<file path="src/rtl/sbs_pkg.sv">
package sbs_pkg;
  // Burst index for beat k from start index s.
  function automatic logic [1:0] beat_index(input logic [1:0] s,
                                            input logic [1:0] k,
                                            input logic interleave);
    return interleave ? (s ^ k) : (s + k);
  endfunction
endpackage

</file>
<file path="src/rtl/sbs_addr_ctr.sv">
module sbs_addr_ctr #(
  parameter int ADDR_W = 6
) (
  input  logic              clk,
  input  logic              rst_n,
  input  logic              sleep,
  input  logic              mode,
  input  logic [ADDR_W-1:0] addr_i,
  input  logic              pstrb,
  input  logic              cstrb,
  input  logic              adv,
  input  logic              cs_all,
  input  logic              cs1,
  output logic [ADDR_W-1:0] cur_addr,
  output logic              sel_q,
  output logic              p_go,
  output logic              c_go
);
  import sbs_pkg::*;
  localparam int HI_W = ADDR_W - 2;

  logic [HI_W-1:0] hi_q;
  logic [1:0]      start_q, beat_q;
  logic            start_go, step;

  assign p_go     = pstrb & cs1 & ~sleep;
  assign c_go     = cstrb & ~sleep;
  assign start_go = p_go | c_go;
  assign step     = ~sleep & ~start_go & adv;

  always_ff @(posedge clk or negedge rst_n) begin
    if (!rst_n) begin
      hi_q    <= '0;
      start_q <= '0;
      beat_q  <= '0;
      sel_q   <= 1'b0;
    end else if (start_go) begin
      hi_q    <= addr_i[ADDR_W-1:2];
      start_q <= addr_i[1:0];
      beat_q  <= 2'd0;
      sel_q   <= cs_all;
    end else if (step) begin
      beat_q  <= beat_q + 2'd1;
    end
  end

  assign cur_addr = {hi_q, beat_index(start_q, beat_q, mode)};


  start_load_chk: assert property (@(posedge clk) disable iff (!rst_n)
    start_go |=> cur_addr == $past(addr_i));

  hold_chk: assert property (@(posedge clk) disable iff (!rst_n)
    (!start_go && !adv) |=> $stable({hi_q, start_q, beat_q}));

  adv_step_chk: assert property (@(posedge clk) disable iff (!rst_n)
    step |=> $stable(hi_q) && beat_q == $past(beat_q) + 2'd1);

  pstrb_ignored_chk: assert property (@(posedge clk) disable iff (!rst_n)
    (pstrb && !cs1 && !cstrb && !sleep && adv) |=> $stable(hi_q) && $stable(start_q));

  sleep_hold_chk: assert property (@(posedge clk) disable iff (!rst_n)
    sleep |=> $stable({hi_q, start_q, beat_q, sel_q}));
endmodule

</file>
<file path="src/rtl/sbs_lane_dec.sv">
module sbs_lane_dec #(
  parameter int LANES = 4
) (
  input  logic             gwe,
  input  logic             bwe,
  input  logic [LANES-1:0] bsel,
  output logic [LANES-1:0] lanes
);
  for (genvar i = 0; i < LANES; i++) begin : g_lane
    assign lanes[i] = gwe | (bwe & bsel[i]);
  end
endmodule

</file>
<file path="src/rtl/sbs_array.sv">
module sbs_array #(
  parameter int ADDR_W = 6,
  parameter int LANES  = 4,
  parameter int LANE_W = 8
) (
  input  logic                    clk,
  input  logic [LANES-1:0]        we,
  input  logic [ADDR_W-1:0]       waddr,
  input  logic [LANES*LANE_W-1:0] wdata,
  input  logic [ADDR_W-1:0]       raddr,
  output logic [LANES*LANE_W-1:0] rdata
);
  localparam int DEPTH = 1 << ADDR_W;

  for (genvar i = 0; i < LANES; i++) begin : g_bank
    logic [LANE_W-1:0] bank [DEPTH];
    always_ff @(posedge clk) begin
      if (we[i]) bank[waddr] <= wdata[i*LANE_W +: LANE_W];
    end
    assign rdata[i*LANE_W +: LANE_W] = bank[raddr];
  end
endmodule

</file>
<file path="src/rtl/sync_burst_sram.sv">
module sync_burst_sram #(
  parameter int ADDR_W = 6,
  parameter int LANES  = 4,
  parameter int LANE_W = 8,
  localparam int DATA_W = LANES * LANE_W
) (
  input  logic              clk,
  input  logic              rst_n,
  input  logic [ADDR_W-1:0] addr_i,
  input  logic              pstrb,
  input  logic              cstrb,
  input  logic              adv,
  input  logic              mode,
  input  logic              cs1,
  input  logic              cs2,
  input  logic              cs3,
  input  logic              gwe,
  input  logic              bwe,
  input  logic [LANES-1:0]  bsel,
  input  logic              oe,
  input  logic              sleep,
  input  logic [DATA_W-1:0] dq_i,
  output logic [DATA_W-1:0] dq_o,
  output logic              dq_oe
);
  logic [ADDR_W-1:0] cur_addr, waddr;
  logic              sel_q, p_go, c_go, cs_all, wr_ok;
  logic [LANES-1:0]  lanes, we;

  assign cs_all = cs1 & cs2 & cs3;

  sbs_addr_ctr #(.ADDR_W(ADDR_W)) u_ctr (
    .clk(clk), .rst_n(rst_n), .sleep(sleep), .mode(mode), .addr_i(addr_i),
    .pstrb(pstrb), .cstrb(cstrb), .adv(adv), .cs_all(cs_all), .cs1(cs1),
    .cur_addr(cur_addr), .sel_q(sel_q), .p_go(p_go), .c_go(c_go)
  );

  sbs_lane_dec #(.LANES(LANES)) u_dec (
    .gwe(gwe), .bwe(bwe), .bsel(bsel), .lanes(lanes)
  );

  // Write only with no sleep and no processor start, and then either on a
  // selected controller start or on a continuation of a selected access.
  assign wr_ok = ~sleep & ~p_go & ((c_go & cs_all) | (~c_go & sel_q));
  assign we    = lanes & {LANES{wr_ok}};
  assign waddr = c_go ? addr_i : cur_addr;

  sbs_array #(.ADDR_W(ADDR_W), .LANES(LANES), .LANE_W(LANE_W)) u_mem (
    .clk(clk), .we(we), .waddr(waddr), .wdata(dq_i),
    .raddr(cur_addr), .rdata(dq_o)
  );

  assign dq_oe = sel_q & oe & ~sleep;


  pstrb_nowrite_chk: assert property (@(posedge clk) disable iff (!rst_n)
    p_go |-> we == '0);

  desel_nowrite_chk: assert property (@(posedge clk) disable iff (!rst_n)
    (!p_go && !c_go && !sel_q) |-> we == '0);

  gw_all_chk: assert property (@(posedge clk) disable iff (!rst_n)
    (gwe && c_go && !p_go && cs_all) |-> &we);

  sleep_nowrite_chk: assert property (@(posedge clk) disable iff (!rst_n)
    sleep |-> we == '0);

  always_comb begin
    if (rst_n && !oe) oe_gate_chk: assert (!dq_oe);
  end
endmodule

</file>
<file path="config.mk">
export PLATFORM = sky130hd
export DESIGN_NAME = sync_burst_sram
export DESIGN_NICKNAME = d
export VERILOG_FILES = /design/src/rtl/sbs_pkg.sv /design/src/rtl/sbs_addr_ctr.sv /design/src/rtl/sbs_lane_dec.sv /design/src/rtl/sbs_array.sv /design/src/rtl/sync_burst_sram.sv
export SDC_FILE = /design/constraint.sdc
export NUM_CORES = 2
export LEC_CHECK = 0
export ABC_AREA = 1
export BUFFER_PORTS_ARGS = -buffer_cell sky130_fd_sc_hd__buf_2
export CAP_MARGIN = 20
export CELL_PAD_IN_SITES_DETAIL_PLACEMENT = 1
export CELL_PAD_IN_SITES_GLOBAL_PLACEMENT = 2
export CORE_MARGIN = 8
export CORE_UTILIZATION = 44
export CTS_CLUSTER_SIZE = 20
export DETAILED_ROUTE_END_ITERATION = 8
export PLACE_DENSITY = 0.82
export SLEW_MARGIN = 20
export SYNTH_ARGS = -nofsm -noshare
export SYNTH_HDL_FRONTEND = slang
export SYNTH_SLANG_ARGS = --single-unit
</file>
<file path="constraint.sdc">
create_clock -name clk -period 3.5 [get_ports clk]
set_input_delay 0.525 -clock clk [delete_from_list [all_inputs] [get_ports clk]]
set_output_delay 0.525 -clock clk [all_outputs]
set_load 0.005 [all_outputs]
</file>
Word level (Yosys, flattened, before mapping)
Memory sizes are Yosys's and may differ from the RTL's.
Index checks and enable logic that the tools add are counted.
{ "word_totals": {"elab_cells": 52, "register_bits": 9, "n_memories": 4, "out_inout_bits": 33, "ram_bits": 2048, "input_bits": 55} }
{ "mem_list": {"columns": ["memory", "words", "word_bits", "read_ports", "rd_clocked_by_memory_dff", "wr", "line_no", "text"], "rows": [
  ["u_mem.g_bank[0].bank", 64, 8, 1, 0, 1, "sbs_array.sv:16", "logic [LANE_W-1:0] bank [DEPTH];"],
  ["u_mem.g_bank[1].bank", 64, 8, 1, 0, 1, "sbs_array.sv:16", null],
  ["u_mem.g_bank[2].bank", 64, 8, 1, 0, 1, "sbs_array.sv:16", null],
  ["u_mem.g_bank[3].bank", 64, 8, 1, 0, 1, "sbs_array.sv:16", null]
]} }
{ "classes": {"reduce_logical": 1, "add_sub_neg": 2, "mux": 12, "bitwise": 29} }
{ "ops": {"columns": ["operator", "count"], "rows": [
  ["AND 1 bit", 17],
  ["2-to-1 mux 1 bit", 8],
  ["2-to-1 mux 2 bit", 3],
  ["2-to-1 mux 6 bit", 1],
  ["bitwise OR 1 bit", 6],
  ["AND 4 bit", 1],
  ["NOT 1 bit", 4],
  ["adder 2 x 1 -> 2 bit (second input constant)", 1],
  ["adder 2 bit", 1],
  ["nonzero test 2 bit", 1],
  ["XOR 2 bit", 1]
]} }

Depth between registers and ports, before layout
{ "logic_depth": {"ltp_word": 9, "depth_mapped": 17, "ltp_nobuf": 14} }

Hierarchy
A second synthesis with hierarchy kept.
{ "hier_totals": {"hier_cells": 7129, "hier_area_um2": 83732.8} }
{ "modules_own_cells": {"columns": ["module", "area_each_um2", "cells_per_inst", "n_inst", "seq_area_each_um2"], "rows": [
  ["sbs_array", 83111.0, 7024, 1, 61499.0],
  ["sbs_addr_ctr", 435.4, 58, 1, 225.2],
  ["sync_burst_sram", 152.6, 38, 1, 0.0],
  ["sbs_lane_dec", 33.8, 9, 1, 0.0]
]} }

Least setup slack after synthesis
Ideal clock, no wire load.
{ "synth_timing": {"path_type": "register to output", "start": "register u_ctr.beat_q[0]", "end": "output dq_o[29]", "required_ps": 2975, "path_buffers": 4, "arrival_time_ps": 2083, "slack_ps": 892, "stages_incl_launch_ff": 15, "path_cell_list": "dfrtp_1 ha_1 inv_2 buf_2 buf_2 buf_2 clkbuf_1 a21boi_0 nand3_1 nand3_1 nand3_1 nand3_1 nand2_1 nand2_1 nand2_1"} }
{ "synth_between": {"elab_chain_len": 3, "elab_cells_between_ends": 4, "classes_between": "add/sub: 1; mux: 1; bitwise: 1; memory: 1"} }
{ "synth_lines": {"columns": ["element", "line_no", "text"], "rows": [
  ["start: declaration", "sbs_addr_ctr.sv:23", "logic [1:0] start_q, beat_q;"],
  ["start signal: assignment", "sbs_addr_ctr.sv:43", "beat_q <= beat_q + 2'd1;"],
  ["adder 2 bit or XOR 2 bit (tied branches)", "sbs_pkg.sv:6", "return interleave ? (s ^ k) : (s + k);"],
  ["2-to-1 mux 2 bit (*)", "sbs_pkg.sv:6", null],
  ["memory (64 x 8 bit) (*)", null, null],
  ["end: declaration", "sync_burst_sram.sv:23", "output logic [DATA_W-1:0] dq_o,"]
]} }
Every way passes the cells marked *; elsewhere a longest branch is shown, timed or not.

Final worst setup path
{ "layout_timing": {"start": "register u_ctr.beat_q[0]", "end": "output dq_o[28]"} }
Same word-level chain as after synthesis.

==> impl_metrics.py <==
metrics = {
    "status": {
        "status": "complete, but fails checks",
        "violations": "setup timing",
    },
    "clocking": {
        "tritoncts": "built",
        "clock-sinks": 2057,
        "clk_latency_ns": 0.88,
        "cts_root_buf": "clkbuf_16",
        "clockBufferDepth": 3,
        "path_clk_slew_ns": 0.06,
        "htreeDepth": 4,
        "numCtsBuffers": 213,
    },
    "power": {
        "leakagePower_nw": 39.1,
        "peakVddDrop_uv": 429,
        "p_total_w": 0.0666,
        "powerDensity_mw_per_mm2": 627,
    },
    "logic_synthesis": {
        "ys_seq_area_share_pct": 71.8,
        "synthesis.nets": 7291,
        "netlist_area_mm2": 0.0860,
        "synth.area.top_cells": "edfxtp_1 (72%), nand2_1 (7.8%), nand3_1 (5.9%)",
        "yosys_most_used_dff": "edfxtp_1",
        "synth_edf_count": 2048,
        "ys_types": 30,
        "syn_avg_cell_area_um2": 11.9,
        "async_flop_share_pct": 0.438,
        "synth_largest_type_area_fraction_pct": 71.5,
        "ys_warn_count": 0,
        "synth_top_area_cell": "edfxtp_1",
        "netlist_instances": 7235,
        "synth_seq_cells": 2057,
    },
    "floorplan": {
        "fp.dieH_um": 458,
        "core-area_mm2": 0.195,
        "ioPinCount": 88,
        "initial_core_util_pct": 44.2,
        "placementRows": 162,
        "fp.dieArea_mm2": 0.210,
        "die_w_um": 458,
    },
    "critical_path": {
        "crit_path_max_incr_delay_ns": 0.41,
        "worst_setup_path_end_kind": "output pin",
        "worstPathArrival_ns": 3.69,
        "crit_slowest_cell": "dfrtp_1",
        "cp_max_fo": 7,
        "crit_path_frequent_cell": "nand2_1",
        "crit_type": "reg2out",
        "worstPathCellList": "ha_4, buf_12, buf_16, buf_12, buf_16, nand2_1, a21boi_1, nand2_1, nand3_1, nand3_2, nand3_2, nand2_1, nand2_1, nand2_2, buf_12, buf_2",
        "crit_required_ns": 2.97,
        "start_kind": "flip-flop",
    },
    "sta": {
        "clock_skew_ns": 0.0286,
        "finalSetupViolCount": 48,
        "hold_viol": 0,
        "holdWs_ns": 0.0702,
        "rsz0062_at_grt": "true",
        "slew_viol_final": 0,
        "slew_headroom_pct": 24.8,
        "tightest_slew_ns": 1.13,
        "fmax_mhz": 237,
        "worst_slack_ns": -0.711,
        "fin_crit_ns": 4.21,
        "timing.final.crit_share_pct": 120,
    },
    "layout": {
        "areaGrowthSynthToFinish_pct": 23.4,
        "nets": 7921,
        "final_util_pct": 54.5,
        "drive_gt1_share_pct": 20.1,
        "fill_cells": 19534,
    },
    "drt": {
        "drcViolationCount": 0,
        "wl_mm": 318,
        "vias": 62161,
        "via_per_inst": 5.87,
        "drt_iter0_markers": 6712,
        "final_antenna_net_count": 0,
        "drtPass1Iterations": 8,
        "wl_per_cell_um": 30.0,
    },
    "flow_run": {
        "max-cap-violations": 0,
    },
    "grt": {
        "grt_usage_pct": 28.8,
        "grt_pass1_vias": 63864,
        "antenna_found_initial": 25,
        "grt_max_degree": 86,
        "grt_pass1_wl_mm": 446,
        "grt_overflow": 0,
    },
    "hold_path": {
        "hp-class": "in2reg",
    },
    "placement": {
        "finalWeightedCongestion": 0.884,
        "hpwlAfterDp_mm": 187,
        "port-buffer-count": 87,
        "pre_cts_ws_ns": -0.339,
    },
}
metal layers:
| layer | track usage (%) | vias to the layer above | routed length (um) |
|---|---|---|---|
| li1 | - | 26778 | - |
| met1 | 35.8 | 31836 | 121000 |
| met2 | 48.4 | 2740 | 155000 |
| met3 | 5.37 | 787 | 23800 |
| met4 | 14.7 | 20 | 18000 |
| met5 | 0 | - | 142 |
final timing paths:
check | cells after the start | start | slack (ns) | endpoint
setup / recovery | 16 | u_ctr.beat_q[0] | -0.71 | dq_o[28]
hold / removal | 1 | dq_i[24] | 0.07 | u_mem.g_bank[3].bank[45][0]
setup reg to reg | 9 | u_ctr.hi_q[1] | -0.02 | u_mem.g_bank[1].bank[56][6]
hold reg to reg | 2 | u_ctr.sel_q | 0.54 | u_ctr.sel_q
max in group asynchronous | 2 | rst_n | 3.18 | u_ctr.hi_q[2]
min in group asynchronous | 2 | rst_n | 0.08 | u_ctr.sel_q
where the power goes:
group / leakage [nW] / internal, W / switching [W] / total, W
sequential: 18.5 / 0.0272 / 0.0000370 / 0.0272
combinational: 17.3 / 0.00657 / 0.0105 / 0.0171
clock: 3.26 / 0.0125 / 0.00974 / 0.0223
total: 39.1 / 0.0463 / 0.0203 / 0.0666
state kept, by name, indices dropped and copies added (netlist names):
signal	cells
u_mem.g_bank.bank	2048
u_ctr.hi_q	4
u_ctr.beat_q	2
u_ctr.start_q	2
u_ctr.sel_q	1
cell usage in the layout, fill, tap and decap left out, types with 35 or more instances in the layout:
| cell | count |
|---|---|
| and2_0 | 54 |
| edfxtp_1 | 2048 |
| nand3_1 | 853 |
| o21ai_1 | 82 |
| clkbuf_1 | 46 |
| buf_4 | 543 |
| buf_2 | 53 |
| a21oi_1 | 37 |
| buf_12 | 99 |
| buf_16 | 67 |
| nand2_2 | 111 |
| a21boi_1 | 41 |
| buf_6 | 58 |
| clkbuf_16 | 240 |
| a21boi_0 | 180 |
| inv_1 | 77 |
| nand2_1 | 1648 |
| o21ai_0 | 230 |
| nand3_2 | 148 |
| nand2_4 | 35 |
| mux2i_1 | 209 |
| nand3b_1 | 64 |
| clkinv_1 | 64 |
| nor2_1 | 751 |
critical path, delay by kind of cell, from the launching register on:
family | cells | cell delay (ns)
and+or+nand+nor | 8 | 0.87
adders and majority gates | 1 | 0.29
DFF | 1 | 0.41
AOI/OAI and AO/OA | 1 | 0.31
buffers and inverters | 6 | 0.92
final cells by class:
cell class | count | area (um2) | area share, %
flip-flops and latches | 2057 | 61700 | 58.2
multi-input cells | 4602 | 23700 | 22.4
repair buffers | 886 | 10300 | 9.69
clock buffers | 266 | 5640 | 5.32
well taps | 2542 | 3180 | 3.00
clock inverters | 127 | 1050 | 0.993
inverters | 103 | 432 | 0.407
repair inverters | 2 | 17.5 | 0.0165
diodes | 5 | 12.5 | 0.0118
metrics by stage:
step | instances | TNS, ns | area (um2)
after global placement | 10003 | -62.10 | 93500
after floorplan | 7235 | 0 | 86000
final | 10590 | -17.27 | 106000
after detailed placement | 10004 | -56.48 | 93500
after global routing | 10586 | -20.46 | 106000
after CTS | 10514 | -18.40 | 104000
cell usage after synthesis (all sizes together), types with 9 or more instances:
| master | number |
|---|---|
| nand2 | 1797 |
| o21ai | 326 |
| clkbuf | 280 |
| nor2 | 785 |
| mux2i | 224 |
| buf | 194 |
| o211ai | 18 |
| and2 | 64 |
| dfrtp | 9 |
| nand3 | 1015 |
| or2 | 32 |
| a21boi | 231 |
| a21oi | 40 |
| inv | 102 |
| nand3b | 64 |
| edfxtp | 2048 |
timing repair:
action	in CTS	in global routing
pin swaps	72	138
endpoints found under the hold margin	17	0
buffers inserted	54	52
hold buffers	9	0
resized for setup	465	343
setup endpoints to repair	368	430
cloned	54	24
cells by family (layout without fill, tap and decap cells):
family	after synthesis	in the layout	share of synthesized area (%)
simple gates	3761	3762	18.5
flops	2057	2057	71.8
compound gates	615	615	4.33
buf+inv	577	1384	2.77
mux	224	224	2.61
fa+ha+maj	1	1	0.0145
other cells	0	5	0
Power figures use the tool's default switching activity.
